### config.mk
export PLATFORM = sky130hd
export DESIGN_NAME = slidingScaleCorrector
export DESIGN_NICKNAME = d
export VERILOG_FILES = /design/src/rtl/ssPkg.sv /design/src/rtl/ssCtrl.sv /design/src/rtl/ssDatapath.sv /design/src/rtl/slidingScaleCorrector.sv
export SDC_FILE = /design/constraint.sdc
export NUM_CORES = 1
export LEC_CHECK = 0
export BUFFER_PORTS_ARGS = -buffer_cell sky130_fd_sc_hd__buf_2
export CAP_MARGIN = 20
export CORE_ASPECT_RATIO = 1.5
export CORE_MARGIN = 4
export CORE_UTILIZATION = 40
export DETAILED_ROUTE_END_ITERATION = 6
export GPL_ROUTABILITY_DRIVEN = 1
export HOLD_SLACK_MARGIN = 0.15
export SLEW_MARGIN = 20
export SYNTH_ARGS = -nofsm -noshare
export SYNTH_HDL_FRONTEND = slang
export SYNTH_SLANG_ARGS = --single-unit
### constraint.sdc
create_clock -name clk -period 2.29 [get_ports clk]
set_input_delay 0.229 -clock clk [delete_from_list [all_inputs] [get_ports clk]]
set_output_delay 0.229 -clock clk [all_outputs]
set_load 0.005 [all_outputs]
### src/rtl/ssPkg.sv
package ssPkg;
  // Strobes passed from control to datapath
  typedef struct packed {
    logic latchOffset;
    logic computeResult;
  } ssStrobe_t;

  // Feedback taps for maximal LFSRs of small widths (bit i = stage i)
  function automatic logic [7:0] lfsrTaps(input int width);
    case (width)
      3:       return 8'b0000_0110;
      4:       return 8'b0000_1100;
      5:       return 8'b0001_0100;
      6:       return 8'b0011_0000;
      7:       return 8'b0110_0000;
      default: return 8'b1011_1000;
    endcase
  endfunction
endpackage

### src/rtl/ssCtrl.sv
module ssCtrl
  import ssPkg::*;
#(
  parameter int OFS_W    = 6,
  parameter bit USE_LFSR = 1'b0
) (
  input  logic             clk,
  input  logic             rstN,
  input  logic             convStart,
  input  logic             rawValid,
  input  logic             bypass,
  output logic [OFS_W-1:0] dacCode,
  output ssStrobe_t        strobe
);
  localparam logic [7:0] TAPS8 = lfsrTaps(OFS_W);
  localparam logic [OFS_W-1:0] TAPS = TAPS8[OFS_W-1:0];

  logic [OFS_W-1:0] genState;
  logic [OFS_W-1:0] nextState;

  generate
    if (USE_LFSR) begin : g_lfsr
      logic feedback;
      // Extra term on all-zero low bits splices the zero state into the cycle
      always_comb begin
        feedback  = (^(genState & TAPS)) ^ (genState[OFS_W-2:0] == '0);
        nextState = {genState[OFS_W-2:0], feedback};
      end
    end else begin : g_count
      always_comb nextState = genState + 1'b1;
    end
  endgenerate

  always_ff @(posedge clk or negedge rstN) begin
    if (!rstN) genState <= '0;
    else if (convStart && !bypass) genState <= nextState;
  end

  always_comb begin
    dacCode              = bypass ? '0 : genState;
    strobe.latchOffset   = convStart;
    strobe.computeResult = rawValid;
  end
endmodule

### src/rtl/ssDatapath.sv
module ssDatapath
  import ssPkg::*;
#(
  parameter int RAW_W = 13,
  parameter int OFS_W = 6
) (
  input  logic             clk,
  input  logic             rstN,
  input  ssStrobe_t        strobe,
  input  logic [OFS_W-1:0] dacCode,
  input  logic [RAW_W-1:0] rawCode,
  output logic [RAW_W-1:0] result,
  output logic             resultValid,
  output logic             underRange,
  output logic             overRange
);
  localparam int SUM_W = RAW_W + 1;
  localparam logic [RAW_W-1:0] FULL_SCALE = '1;

  logic [OFS_W-1:0] heldOffset;
  logic [SUM_W-1:0] sum;

  always_comb sum = {1'b0, rawCode} + SUM_W'(heldOffset);

  // Offset in force for the conversion now under way
  always_ff @(posedge clk or negedge rstN) begin
    if (!rstN) heldOffset <= '0;
    else if (strobe.latchOffset) heldOffset <= dacCode;
  end

  always_ff @(posedge clk or negedge rstN) begin
    if (!rstN) begin
      result      <= '0;
      resultValid <= 1'b0;
      underRange  <= 1'b0;
      overRange   <= 1'b0;
    end else begin
      resultValid <= strobe.computeResult;
      if (strobe.computeResult) begin
        overRange  <= sum[SUM_W-1];
        underRange <= (rawCode == '0) && (heldOffset != '0);
        result     <= sum[SUM_W-1] ? FULL_SCALE : sum[RAW_W-1:0];
      end
    end
  end
endmodule

### src/rtl/slidingScaleCorrector.sv
module slidingScaleCorrector
  import ssPkg::*;
#(
  parameter int RAW_W    = 13,
  parameter int OFS_W    = 6,
  parameter bit USE_LFSR = 1'b0
) (
  input  logic             clk,
  input  logic             rstN,
  input  logic             convStart,
  input  logic             rawValid,
  input  logic [RAW_W-1:0] rawCode,
  input  logic             bypass,
  output logic [OFS_W-1:0] dacCode,
  output logic [RAW_W-1:0] result,
  output logic             resultValid,
  output logic             underRange,
  output logic             overRange
);
  ssStrobe_t strobe;

  ssCtrl #(.OFS_W(OFS_W), .USE_LFSR(USE_LFSR)) u_ctrl (
    .clk(clk), .rstN(rstN), .convStart(convStart), .rawValid(rawValid),
    .bypass(bypass), .dacCode(dacCode), .strobe(strobe)
  );

  ssDatapath #(.RAW_W(RAW_W), .OFS_W(OFS_W)) u_dp (
    .clk(clk), .rstN(rstN), .strobe(strobe), .dacCode(dacCode),
    .rawCode(rawCode), .result(result), .resultValid(resultValid),
    .underRange(underRange), .overRange(overRange)
  );
endmodule

Yosys cells after proc, flatten, opt, wreduce, memory -nomap -nowiden
Cells that the tools add are included.
- $add $sub $neg: 2
- multiplexer cells: 2
- reductions and logical operators: 5
- operator list (kind ; count):
    $add A13 B6 Y14 ; 1
    $logic_not A13 Y1 ; 1
    $mux W13 ; 1
    $add A6 B1 Y6 const B ; 1
    $mux W6 ; 1
    $reduce_bool A6 Y1 ; 1
    $logic_and A1 B1 Y1 ; 2
    $logic_not A1 Y1 ; 1
- flip-flop bits (word level): 28
- bits of input ports: 18
- output and inout port bits: 22
- word-level logic and storage cells: 15

Logic depth before layout (Yosys ltp)
Gate-level depths: netlist of the first run.
- word-level depth: 2
- depth in mapped cells: 6
- depth with buffers taken out: 6

By module
A second synthesis of the first run with hierarchy kept.
- cell total of the unflattened synthesis: 141
- area, all modules: 1555.2 um^2
- by module, submodules not included (module ; instances ; cells each ; area an instance (um^2) ; sequential area each (um^2)):
    ssDatapath ; 1 ; 113 ; 1224.9 ; 550.5
    ssCtrl ; 1 ; 28 ; 330.3 ; 150.1

Least setup slack after synthesis of the first run
OpenSTA, ideal clock, no wires.
- path type: flip-flop to flip-flop
- start point: register u_dp.heldOffset[0]
- end point: register u_dp.result[12]
- setup time: 143 ps
- data arrival time: 1845 ps
- data required time: 2147 ps
- slack: 302 ps
- stages on the path, launching flop included: 7
- path buffers: 0
- clock period less this slack: 1988 ps
- cells stage by stage: dfrtp_1 ha_1 fa_1 a21o_1 a311o_2 a41oi_1 a211oi_1
- cells in the longest elaborated chain, start to end: 2
- ends and longest elaborated chain (item ; RTL line ; text):
    start: declaration ; ssDatapath.sv:20 ; logic [OFS_W-1:0] heldOffset;
    start signal: assignment ; ssDatapath.sv:28 ; else if (strobe.latchOffset) heldOffset <= dacCode;
    $add A13 B6 Y14 ; ssDatapath.sv:23 ; always_comb sum = {1'b0, rawCode} + SUM_W'(heldOffset);
    $mux W13 ; ssDatapath.sv:42 ; result <= sum[SUM_W-1] ? FULL_SCALE : sum[RAW_W-1:0];
    end signal: assignment ; ssDatapath.sv:42 ;
    end: declaration ; ssDatapath.sv:12 ; output logic [RAW_W-1:0] result,
No other way between the ends.
A chain may end at the register's enable or synchronous reset.

Final worst setup path of the first run
- start point: register u_dp.heldOffset[0]
- end point: register u_dp.result[10]
The elaborated chain is that of the path after synthesis.

==> run_results.csv, run 1 <==
group,metric,value,unit
worst_setup_path,path_class,"reg -> reg",
clock_tree,clk_pin_slew_worst_paths,0.09,ns
worst_setup_path,worstPathCellList,"ha_1 -> fa_1 -> a21o_1 -> a221oi_4 -> mux2i_1 -> a31oi_1",
flow_run,drv_cap,0,
yosys,yosys_warnings,0,
yosys,syn_area_per_cell,10.6,µm²
outcome,status,"finished, final reports clean",
die,dieArea,0.00512,mm²
worst_hold_path,hold_class,"in -> reg",
yosys,ys_ff_latch,28,
sta,tightest_slew,0.613,ns
yosys,synthFlopType,"dfrtp_1",
clock_tree,insertion_delay,0.27,ns
final_layout,layout.nets,218,
global_routing,grtUsageTotal,0.154,
clock_tree,cts_tree,"yes",
die,io_pins,40,
yosys,synthArstFlopShare,1.00,
route,viasPerCell,5.55,
global_routing,grt_antenna_before_repair,0,
worst_setup_path,cp-end-kind,"register",
sta,slew_headroom,0.591,
die,start_util,0.410,
yosys,synth_most_common_cell,"dfrtp_1",
final_layout,drive_gt1_frac,0.309,
worst_setup_path,path_max_fanout,4,
clock_tree,cts_sinks,28,
route,dr_total_vias,1309,
worst_setup_path,startpoint_type,"register",
yosys,synth_edf_count,0,
sta,finalCriticalPeriod,2.10,ns
final_layout,design_area,0.00191,mm²
power,p_leak,0.900,nW
clock_tree,htreeDepth,1,
final_layout,final_cells,236,
yosys,syn_area,0.00161,mm²
route,routed_wl,3660,µm
die,fp.dieH,85.7,µm
placed_design,placed_cell_area,0.00184,mm²
yosys,ys_types,43,
global_routing,use_met1,0.174,
yosys,syn-num-nets,178,
die,core_area,0.00392,mm²
global_routing,grt_pass1_vias,1359,
yosys,syn_inst,152,
placed_design,place_inst,231,
clock_tree,clockBufferDepth,2,
yosys,synth_top_cell_by_area,"dfrtp_1",
placed_design,gp_congestion,0.814,
die,placementRows,28,
die,dieWidth,59.8,µm
sta,grt_setup_unrepaired,"no",
worst_setup_path,slowest_stage,"fa_1",
global_routing,globalRouteMet3Util,0.0226,
power,vdd_drop_max,470,µV
sta,fin_worst_skew,0.00457,ns
global_routing,grt_start_max_net_pins,29,
route,first_iter_violations,60,
route,wl_per_cell,15.5,µm
sta,min_period_over_period,0.917,
clock_tree,cts_made_buffers,3,
sta,fmax,0.476,GHz
global_routing,overflow,0,
sta,setup_violations,0,
worst_setup_path,slowest_delay,0.41,ns
global_routing,grt_util_met2,0.286,
clock_tree,cts.repair.resized,0,
sta,drv_slew,0,
sta,whs,0.248,ns
yosys,synth_area_leaders,"dfrtp_1 44%, ha_1 5.4%, mux2_2 4.9%",
placed_design,placement.io_buffers,39,
route,post-route-drc-count,0,
clock_tree,cts_root_buf,"clkbuf_8",
yosys,synth_common_cells,"28 x dfrtp_1, 11 x a31oi_1, 11 x nor2_1",
final_layout,diodes,0,
clock_tree,post_cts_buffers,0,
global_routing,grt_first_pass_wirelength,6210,µm
route,antenna_left,0,
sta,tns,0,ns
final_layout,area_growth,18.6,%
worst_setup_path,crit_required,2.43,ns
power,power,1.66,mW
global_routing,busiest_layer,"met2",
sta,hold_violations,0,
yosys,synth_top_area_share,0.435,
route,dr.pass1.iters,4,
placed_design,hpwl,2900,µm
power,p_per_area,868,mW/mm²
yosys,ys_seq_area_frac,0.435,
worst_setup_path,arrival,2.24,ns
-- cell type report --
class	instances	area, µm²
fillers	384	2020
inverters	6	22.5
clock buffers	4	55.1
well taps	45	56.3
multi-input cells	112	861
flip-flops and latches	28	701
repair buffers	41	213
-- registers in the layout, indices dropped and copies added (netlist names) --
register	flops
u_dp.result	13
u_dp.overRange	1
u_dp.heldOffset	6
u_dp.underRange	1
u_dp.resultValid	1
u_ctrl.genState	6
-- power by group --
group	switching (mW)	leakage [nW]	internal, mW
sequential	0.112	0.344	0.628
clock	0.149	0.0288	0.154
combinational	0.304	0.528	0.309
total	0.565	0.900	1.09
-- routing by layer --
layer	up-vias	wire length, µm
li1	648	-
met3	2	137
met1	630	1450
met5	-	0
met2	29	2050
met4	0	26
-- stage by stage --
step | setup slack [ns] | utilization
finish | 0.190 | 0.486
global route | 0.0701 | 0.486
CTS | 0.178 | 0.486
detailed placement | 0.200 | 0.470
global placement | 0.231 | 0.470
floorplan | 0.302 | -
-- cell families after synthesis --
logic type      Yosys count  synth area share
mux                      10            0.0677
compound gates           41             0.200
xor+xnor                  9            0.0490
flops                    28             0.435
buf+inv                  12            0.0295
simple gates             44             0.152
fa+ha+maj                 8            0.0669
-- cell usage in the layout (no fill, tap or decap), types with 2 or more instances in the layout --
cell type,instances
inv_1,6
o21bai_1,2
ha_1,7
nand2_1,3
a211oi_1,4
a21o_1,3
dfrtp_1,28
xor2_1,4
mux2i_1,3
nor2_1,11
o21ai_0,2
clkbuf_8,4
nand4_1,5
nor4_1,3
mux2_2,7
buf_2,39
a31oi_1,11
nand3_1,4
o41ai_1,2
and3_1,3
o2bb2ai_1,3
a21oi_1,3
or2_2,2
nor2b_1,7
nand2b_1,2
xnor2_1,5
-- repair_timing --
action                                  4_1_cts  5_1_grt
endpoints found under the hold margin        28        0
hold buffers                                  1        0
endpoints found under the setup margin        0        0
-- path summary, 6_finish.rpt --
kind                                                      from                              to  slack, ns  depth (start not counted)
max in group asynchronous                                 rstN      u_dp.result[9]$_DFFE_PN0P_       1.39                          2
worst min register to register  u_ctrl.genState[5]$_DFFE_PN0P_  u_ctrl.genState[5]$_DFFE_PN0P_       0.48                          1
min in group asynchronous                                 rstN      u_dp.result[1]$_DFFE_PN0P_       0.49                          2
worst max-delay path            u_dp.heldOffset[0]$_DFFE_PN0P_     u_dp.result[10]$_DFFE_PN0P_       0.19                          6
worst min-delay path                                 convStart  u_dp.heldOffset[2]$_DFFE_PN0P_       0.25                          2
worst max register to register  u_dp.heldOffset[0]$_DFFE_PN0P_     u_dp.result[10]$_DFFE_PN0P_       0.19                          6
-- worst max-delay path: cells and delay by family (launching register included) --
family	cells	cell delay, ns
compound gates	3	0.70
fa+ha+maj	2	0.64
flops	1	0.40
mux	1	0.23
Power figures use the tool's default switching activity.
==> inputs of run 2 (changes only) <==
CELL_PAD_IN_SITES_DETAIL_PLACEMENT = 0   (was default)
CELL_PAD_IN_SITES_GLOBAL_PLACEMENT = 2   (was default)
CORE_UTILIZATION = 33   (was 40)
PLACE_DENSITY_LB_ADDON = 0.1   (was default)
==> run 2 against run 1 <==
  * Non-clock buffer count is the same
  * Power is 1.5% higher
  * Flip-flop and latch count stayed put
  * Die area increased by 19%
  * Global-route usage decreased by 1.7 points
  * Maximum frequency shrank 1.0%
  * Count of clock-buffer cells in the layout unchanged
==> run_results.csv, run 2 (synthesis gave the netlist of run 1 again) <==
group,metric,value,unit
sta,tightest_slew,0.631,ns
route,viasPerCell,5.19,
worst_setup_path,ff2ff_path_depth,6,
final_layout,diodes,0,
route,first_iter_violations,45,
final_layout,fillers,487,
power,swShare,0.349,
die,core_area,0.00462,mm²
final_layout,largest_reg_flops,13,
worst_setup_path,crit_path_end,"u_dp.result[10]$_DFFE_PN0P_",
final_layout,area_growth,20.1,%
route,dr.pass1.iters,4,
final_layout,final_util,0.418,
route,dr_total_vias,1324,
global_routing,grtUsageTotal,0.138,
sta,tns,0,ns
sta,fmax,0.471,GHz
power,p_per_area,870,mW/mm²
route,routed_wl,3980,µm
clock_tree,htreeDepth,1,
worst_setup_path,path_max_fanout,4,
power,combPwrFrac,0.369,
final_layout,layout.nets,218,
die,fp.dieH,93.5,µm
worst_setup_path,crit_required,2.46,ns
power,vdd_drop_max,495,µV
die,dieWidth,65.0,µm
clock_tree,clockBufferDepth,2,
power,p_switching,587,µW
sta,grt_setup_unrepaired,"no",
route,antenna_left,0,
power,p_clk_frac,0.188,
worst_setup_path,reg2reg_slack,0.17,ns
sta,whs,0.270,ns
sta,drv_slew,0,
final_layout,final_cell_mix,"39 x buf_2, 28 x dfrtp_1, 11 x nor2_1, 11 x a31oi_1",
sta,setup_violations,0,
sta,min_period_over_period,0.927,
worst_setup_path,path_class,"reg -> reg",
sta,hold_violations,0,
clock_tree,cts_root_buf,"clkbuf_8",
clock_tree,cts_sinks,28,
sta,setup_ws,0.168,ns
clock_tree,insertion_delay,0.28,ns
worst_setup_path,reg2reg_from,"u_dp.heldOffset[0]$_DFFE_PN0P_",
worst_setup_path,arrival,2.29,ns
final_layout,top_register,"u_dp.result",
die,placementRows,30,
die,start_util,0.349,
worst_hold_path,hold_class,"in -> reg",
flow_run,drv_cap,0,
clock_tree,cts_made_buffers,3,
outcome,status,"finished, final reports clean",
placed_design,dp_slack,0.172,ns
sta,slew_headroom,0.579,
placed_design,placement.io_buffers,39,
placed_design,gp_congestion,0.806,
worst_setup_path,crit_start,"u_dp.heldOffset[0]$_DFFE_PN0P_",
die,dieArea,0.00608,mm²
power,p_leak,0.900,nW
placed_design,hpwl,3140,µm
worst_setup_path,startpoint_type,"register",
route,post-route-drc-count,0,
power,pwr-share-seq,0.442,
final_layout,top_regs,"u_dp.result: 13 flops, u_ctrl.genState: 6 flops, u_dp.heldOffset: 6 flops",
global_routing,grt_start_max_net_pins,29,
sta,fin_worst_skew,0.00155,ns
global_routing,overflow,0,
clock_tree,cts_tree,"yes",
global_routing,grt_first_pass_wirelength,6600,µm
final_layout,drive_gt1_frac,0.309,
worst_setup_path,rr_endpoint,"u_dp.result[10]$_DFFE_PN0P_",
sta,finalCriticalPeriod,2.12,ns
die,io_pins,40,
route,wl_per_cell,15.6,µm
power,p_int,1.09,mW
global_routing,grt_pass1_vias,1339,
clock_tree,clk_pin_slew_worst_paths,0.10,ns
worst_setup_path,cp-end-kind,"register",
final_layout,final_common_cell,"buf_2",
global_routing,grt_antenna_before_repair,0,
==> run 2: repair_timing <==
item                                   CTS  global route
endpoints found under the hold margin   28             0
setup buffers                            0             0
setup endpoints to repair                0             0
resized for setup                        0             0
hold buffers                             1             0
==> run 2: worst min-delay path by stage <==
stage,start,end,slack (ns),cells after the start
floorplan,rstN,u_ctrl.genState[0]$_DFFE_PN0P_,-0.07,0
global placement,rstN,u_dp.resultValid$_DFF_PN0_,0.28,1
detailed placement,rstN,u_dp.resultValid$_DFF_PN0_,0.30,1
CTS,convStart,u_dp.heldOffset[2]$_DFFE_PN0P_,0.27,2
global route,convStart,u_dp.heldOffset[2]$_DFFE_PN0P_,0.28,2
finish,convStart,u_dp.heldOffset[2]$_DFFE_PN0P_,0.27,2
==> run 2: layout make-up <==
| class | count | area [µm²] | share of cell area |
|---|---|---|---|
| sequential | 28 | 701 | 0.363 |
| inverter | 6 | 22.5 | 0.0117 |
| tap | 64 | 80.1 | 0.0415 |
| multi-input combinational | 112 | 861 | 0.446 |
| timing repair buffer | 41 | 213 | 0.110 |
| clock buffer | 4 | 55.1 | 0.0285 |
==> run 2: routing by layer <==
layer,vias to the layer above,share of wire,global-route usage
li1,651,-,-
met4,0,0.013,0.0415
met3,5,0.040,0.0204
met5,-,0,0
met2,30,0.53,0.248
met1,638,0.42,0.166
==> run 2: per-stage QoR <==
step           cells  cell area (µm²)  total power, mW
2_1_floorplan    152             1610             1.15
3_3_place_gp     250             1870             1.37
3_5_place_dp     250             1870             1.39
4_1_cts          255             1930             1.71
5_1_grt          255             1930             1.82
6_report         255             1930             1.68
==> run 2: critical path, stage by stage, from the launching register on <==
cell and delay, ns:
dfrtp_1 0.41, ha_1 0.24, fa_1 0.42, a21o_1 0.24, a221oi_4 0.36, mux2i_1 0.24
a31oi_1 0.10
==> run 2: power groups by stage <==
stage | Clock, mW | Combinational, mW | Sequential (mW)
2_1_floorplan | 0 | 0.419 | 0.734
4_1_cts | 0.326 | 0.635 | 0.747
6_report | 0.317 | 0.620 | 0.743
3_3_place_gp | 0 | 0.624 | 0.747
3_5_place_dp | 0 | 0.630 | 0.756
5_1_grt | 0.349 | 0.697 | 0.769
==> inputs of run 3 (changes only) <==
CORE_ASPECT_RATIO = 0.75   (was 1.5)
==> run 3 against run 2 <==
  * Combinational power about the same
  * Design area decreased by 1.2%
  * Flip-flop and latch count unchanged
  * First-iteration DRC count increased by 22%
  * Clock power decreased by 17%
  * Critical path depth unchanged
  * Count of clock-buffer cells in the layout decreased by 1
  * Power decreased by 3.4%
  * Critical endpoint is now u_dp.result[12]$_DFFE_PN0P_
  * Die area decreased by 0.19%
  * Utilization decreased by 0.080 points
  * Largest cell class unchanged
  * Clock skew increased by 0.0062 ns
==> run_results.csv, run 3 (synthesis gave the netlist of run 1 again) <==
group,metric,value,unit
outcome,status,"finished, final reports clean",
power,p_clk_frac,0.162,
final_layout,top_register,"u_dp.result",
final_layout,largest_reg_flops,13,
global_routing,grtUsageTotal,0.141,
sta,drv_slew,0,
power,pwr-share-seq,0.457,
die,placementRows,21,
power,p_switching,569,µW
final_layout,drive_gt1_frac,0.305,
flow_run,drv_cap,0,
route,wl_met3,221,µm
route,dr.max_layer_used,"met4",
power,p_per_area,850,mW/mm²
clock_tree,clk_pin_slew_worst_paths,0.09,ns
power,combPwrFrac,0.380,
clock_tree,clockBufferDepth,2,
final_layout,diodes,0,
power,p_int,1.05,mW
final_layout,fillers,470,
sta,tns,0,ns
die,dieWidth,88.6,µm
worst_setup_path,path_class,"reg -> reg",
die,fp.dieH,68.5,µm
clock_tree,cts_made_buffers,3,
worst_hold_path,min_from,"convStart",
global_routing,grt_first_pass_wirelength,6590,µm
route,dr.pass1.iters,4,
sta,finalCriticalPeriod,2.09,ns
power,vdd_drop_max,299,µV
route,wl_met2,1670,µm
route,routed_wl,3950,µm
clock_tree,post_cts_buffers,0,
global_routing,grt_antenna_before_repair,0,
power,p_leak,0.893,nW
sta,grt_setup_unrepaired,"no",
sta,setup_ws,0.202,ns
placed_design,dp_slack,0.193,ns
worst_setup_path,cp-end-kind,"register",
route,wl_per_cell,16.0,µm
worst_setup_path,reg2reg_from,"u_dp.heldOffset[0]$_DFFE_PN0P_",
clock_tree,htreeDepth,1,
sta,setup_violations,0,
final_layout,final_common_cell,"buf_2",
sta,fmax,0.479,GHz
die,dieArea,0.00607,mm²
final_layout,top_regs,"u_dp.result: 13 flops, u_ctrl.genState: 6 flops, u_dp.heldOffset: 6 flops",
global_routing,overflow,0,
route,first_iter_violations,55,
clock_tree,insertion_delay,0.27,ns
worst_setup_path,crit_start,"u_dp.heldOffset[0]$_DFFE_PN0P_",
route,dr_total_vias,1307,
route,viasPerCell,5.29,
global_routing,grt_start_max_net_pins,29,
worst_setup_path,startpoint_type,"register",
clock_tree,cts_tree,"yes",
sta,tightest_slew,0.649,ns
placed_design,hpwl,3110,µm
route,antenna_left,0,
placed_design,placement.io_buffers,39,
worst_hold_path,hold_class,"in -> reg",
worst_setup_path,crit_required,2.45,ns
sta,hold_violations,0,
power,power,1.62,mW
final_layout,layout.nets,218,
final_layout,final_cell_mix,"39 x buf_2, 28 x dfrtp_1, 11 x nor2_1, 11 x a31oi_1",
die,core_area,0.00457,mm²
route,post-route-drc-count,0,
clock_tree,cts_sinks,28,
worst_setup_path,arrival,2.25,ns
sta,min_period_over_period,0.912,
worst_setup_path,path_max_fanout,3,
route,wl_met1,2030,µm
power,swShare,0.351,
placed_design,gp_congestion,0.778,
die,io_pins,40,
clock_tree,cts_root_buf,"clkbuf_8",
sta,fin_worst_skew,0.00777,ns
global_routing,grt_pass1_vias,1281,
final_layout,area_growth,18.7,%
sta,slew_headroom,0.567,
die,start_util,0.352,
[run 3: per-stage QoR]
stage               cells  hold slack [ns]  utilization  instance area, µm²
floorplan             152          -0.0666            -                1610
global placement      243            0.289        0.406                1860
detailed placement    243            0.302        0.406                1860
CTS                   247            0.279        0.418                1910
global route          247            0.314        0.418                1910
finish                247            0.280        0.418                1910
[run 3: power groups by stage]
stage / logic [mW] / registers (mW) / clock network [mW]
final: 0.617 / 0.743 / 0.263
after global routing: 0.702 / 0.769 / 0.293
after CTS: 0.629 / 0.746 / 0.284
after detailed placement: 0.623 / 0.755 / 0
after global placement: 0.620 / 0.746 / 0
after floorplan: 0.419 / 0.734 / 0
[run 3: layer usage]
layer | GRT usage | vias up
met4 | 0.0283 | 0
li1 | - | 650
met2 | 0.206 | 29
met3 | 0.0373 | 4
met5 | 0 | -
met1 | 0.208 | 624
[run 3: final cells by class]
class / instances / area [µm²] / area share
well taps: 57 / 71.3 / 0.0374
multi-input cells: 112 / 861 / 0.451
inverters: 6 / 22.5 / 0.0118
clock buffers: 3 / 41.3 / 0.0216
repair buffers: 41 / 213 / 0.111
flip-flops and latches: 28 / 701 / 0.367
[run 3: path summary, 6_finish.rpt]
| check | to | slack [ns] | depth (start not counted) |
|---|---|---|---|
| worst max-delay path | u_dp.result[12]$_DFFE_PN0P_ | 0.20 | 6 |
| worst min-delay path | u_dp.heldOffset[2]$_DFFE_PN0P_ | 0.28 | 2 |
| worst max register to register | u_dp.result[12]$_DFFE_PN0P_ | 0.20 | 6 |
| worst min register to register | u_ctrl.genState[5]$_DFFE_PN0P_ | 0.47 | 1 |
| max in group asynchronous | u_dp.heldOffset[3]$_DFFE_PN0P_ | 1.36 | 2 |
| min in group asynchronous | u_dp.heldOffset[0]$_DFFE_PN0P_ | 0.51 | 2 |
[run 3: worst max-delay path, stage by stage (launching register included)]
cell and delay, ns:
dfrtp_1 0.41, ha_1 0.23, fa_1 0.42, a21o_1 0.24, a311o_2 0.39, a41oi_1 0.22
a211oi_1 0.07
[run 3: timing repair]
| item | 4_1_cts | 5_1_grt |
|---|---|---|
| endpoints found under the setup margin | 0 | 0 |
| hold buffers | 1 | 0 |
| gates resized for setup | 0 | 0 |
| endpoints found under the hold margin | 28 | 0 |
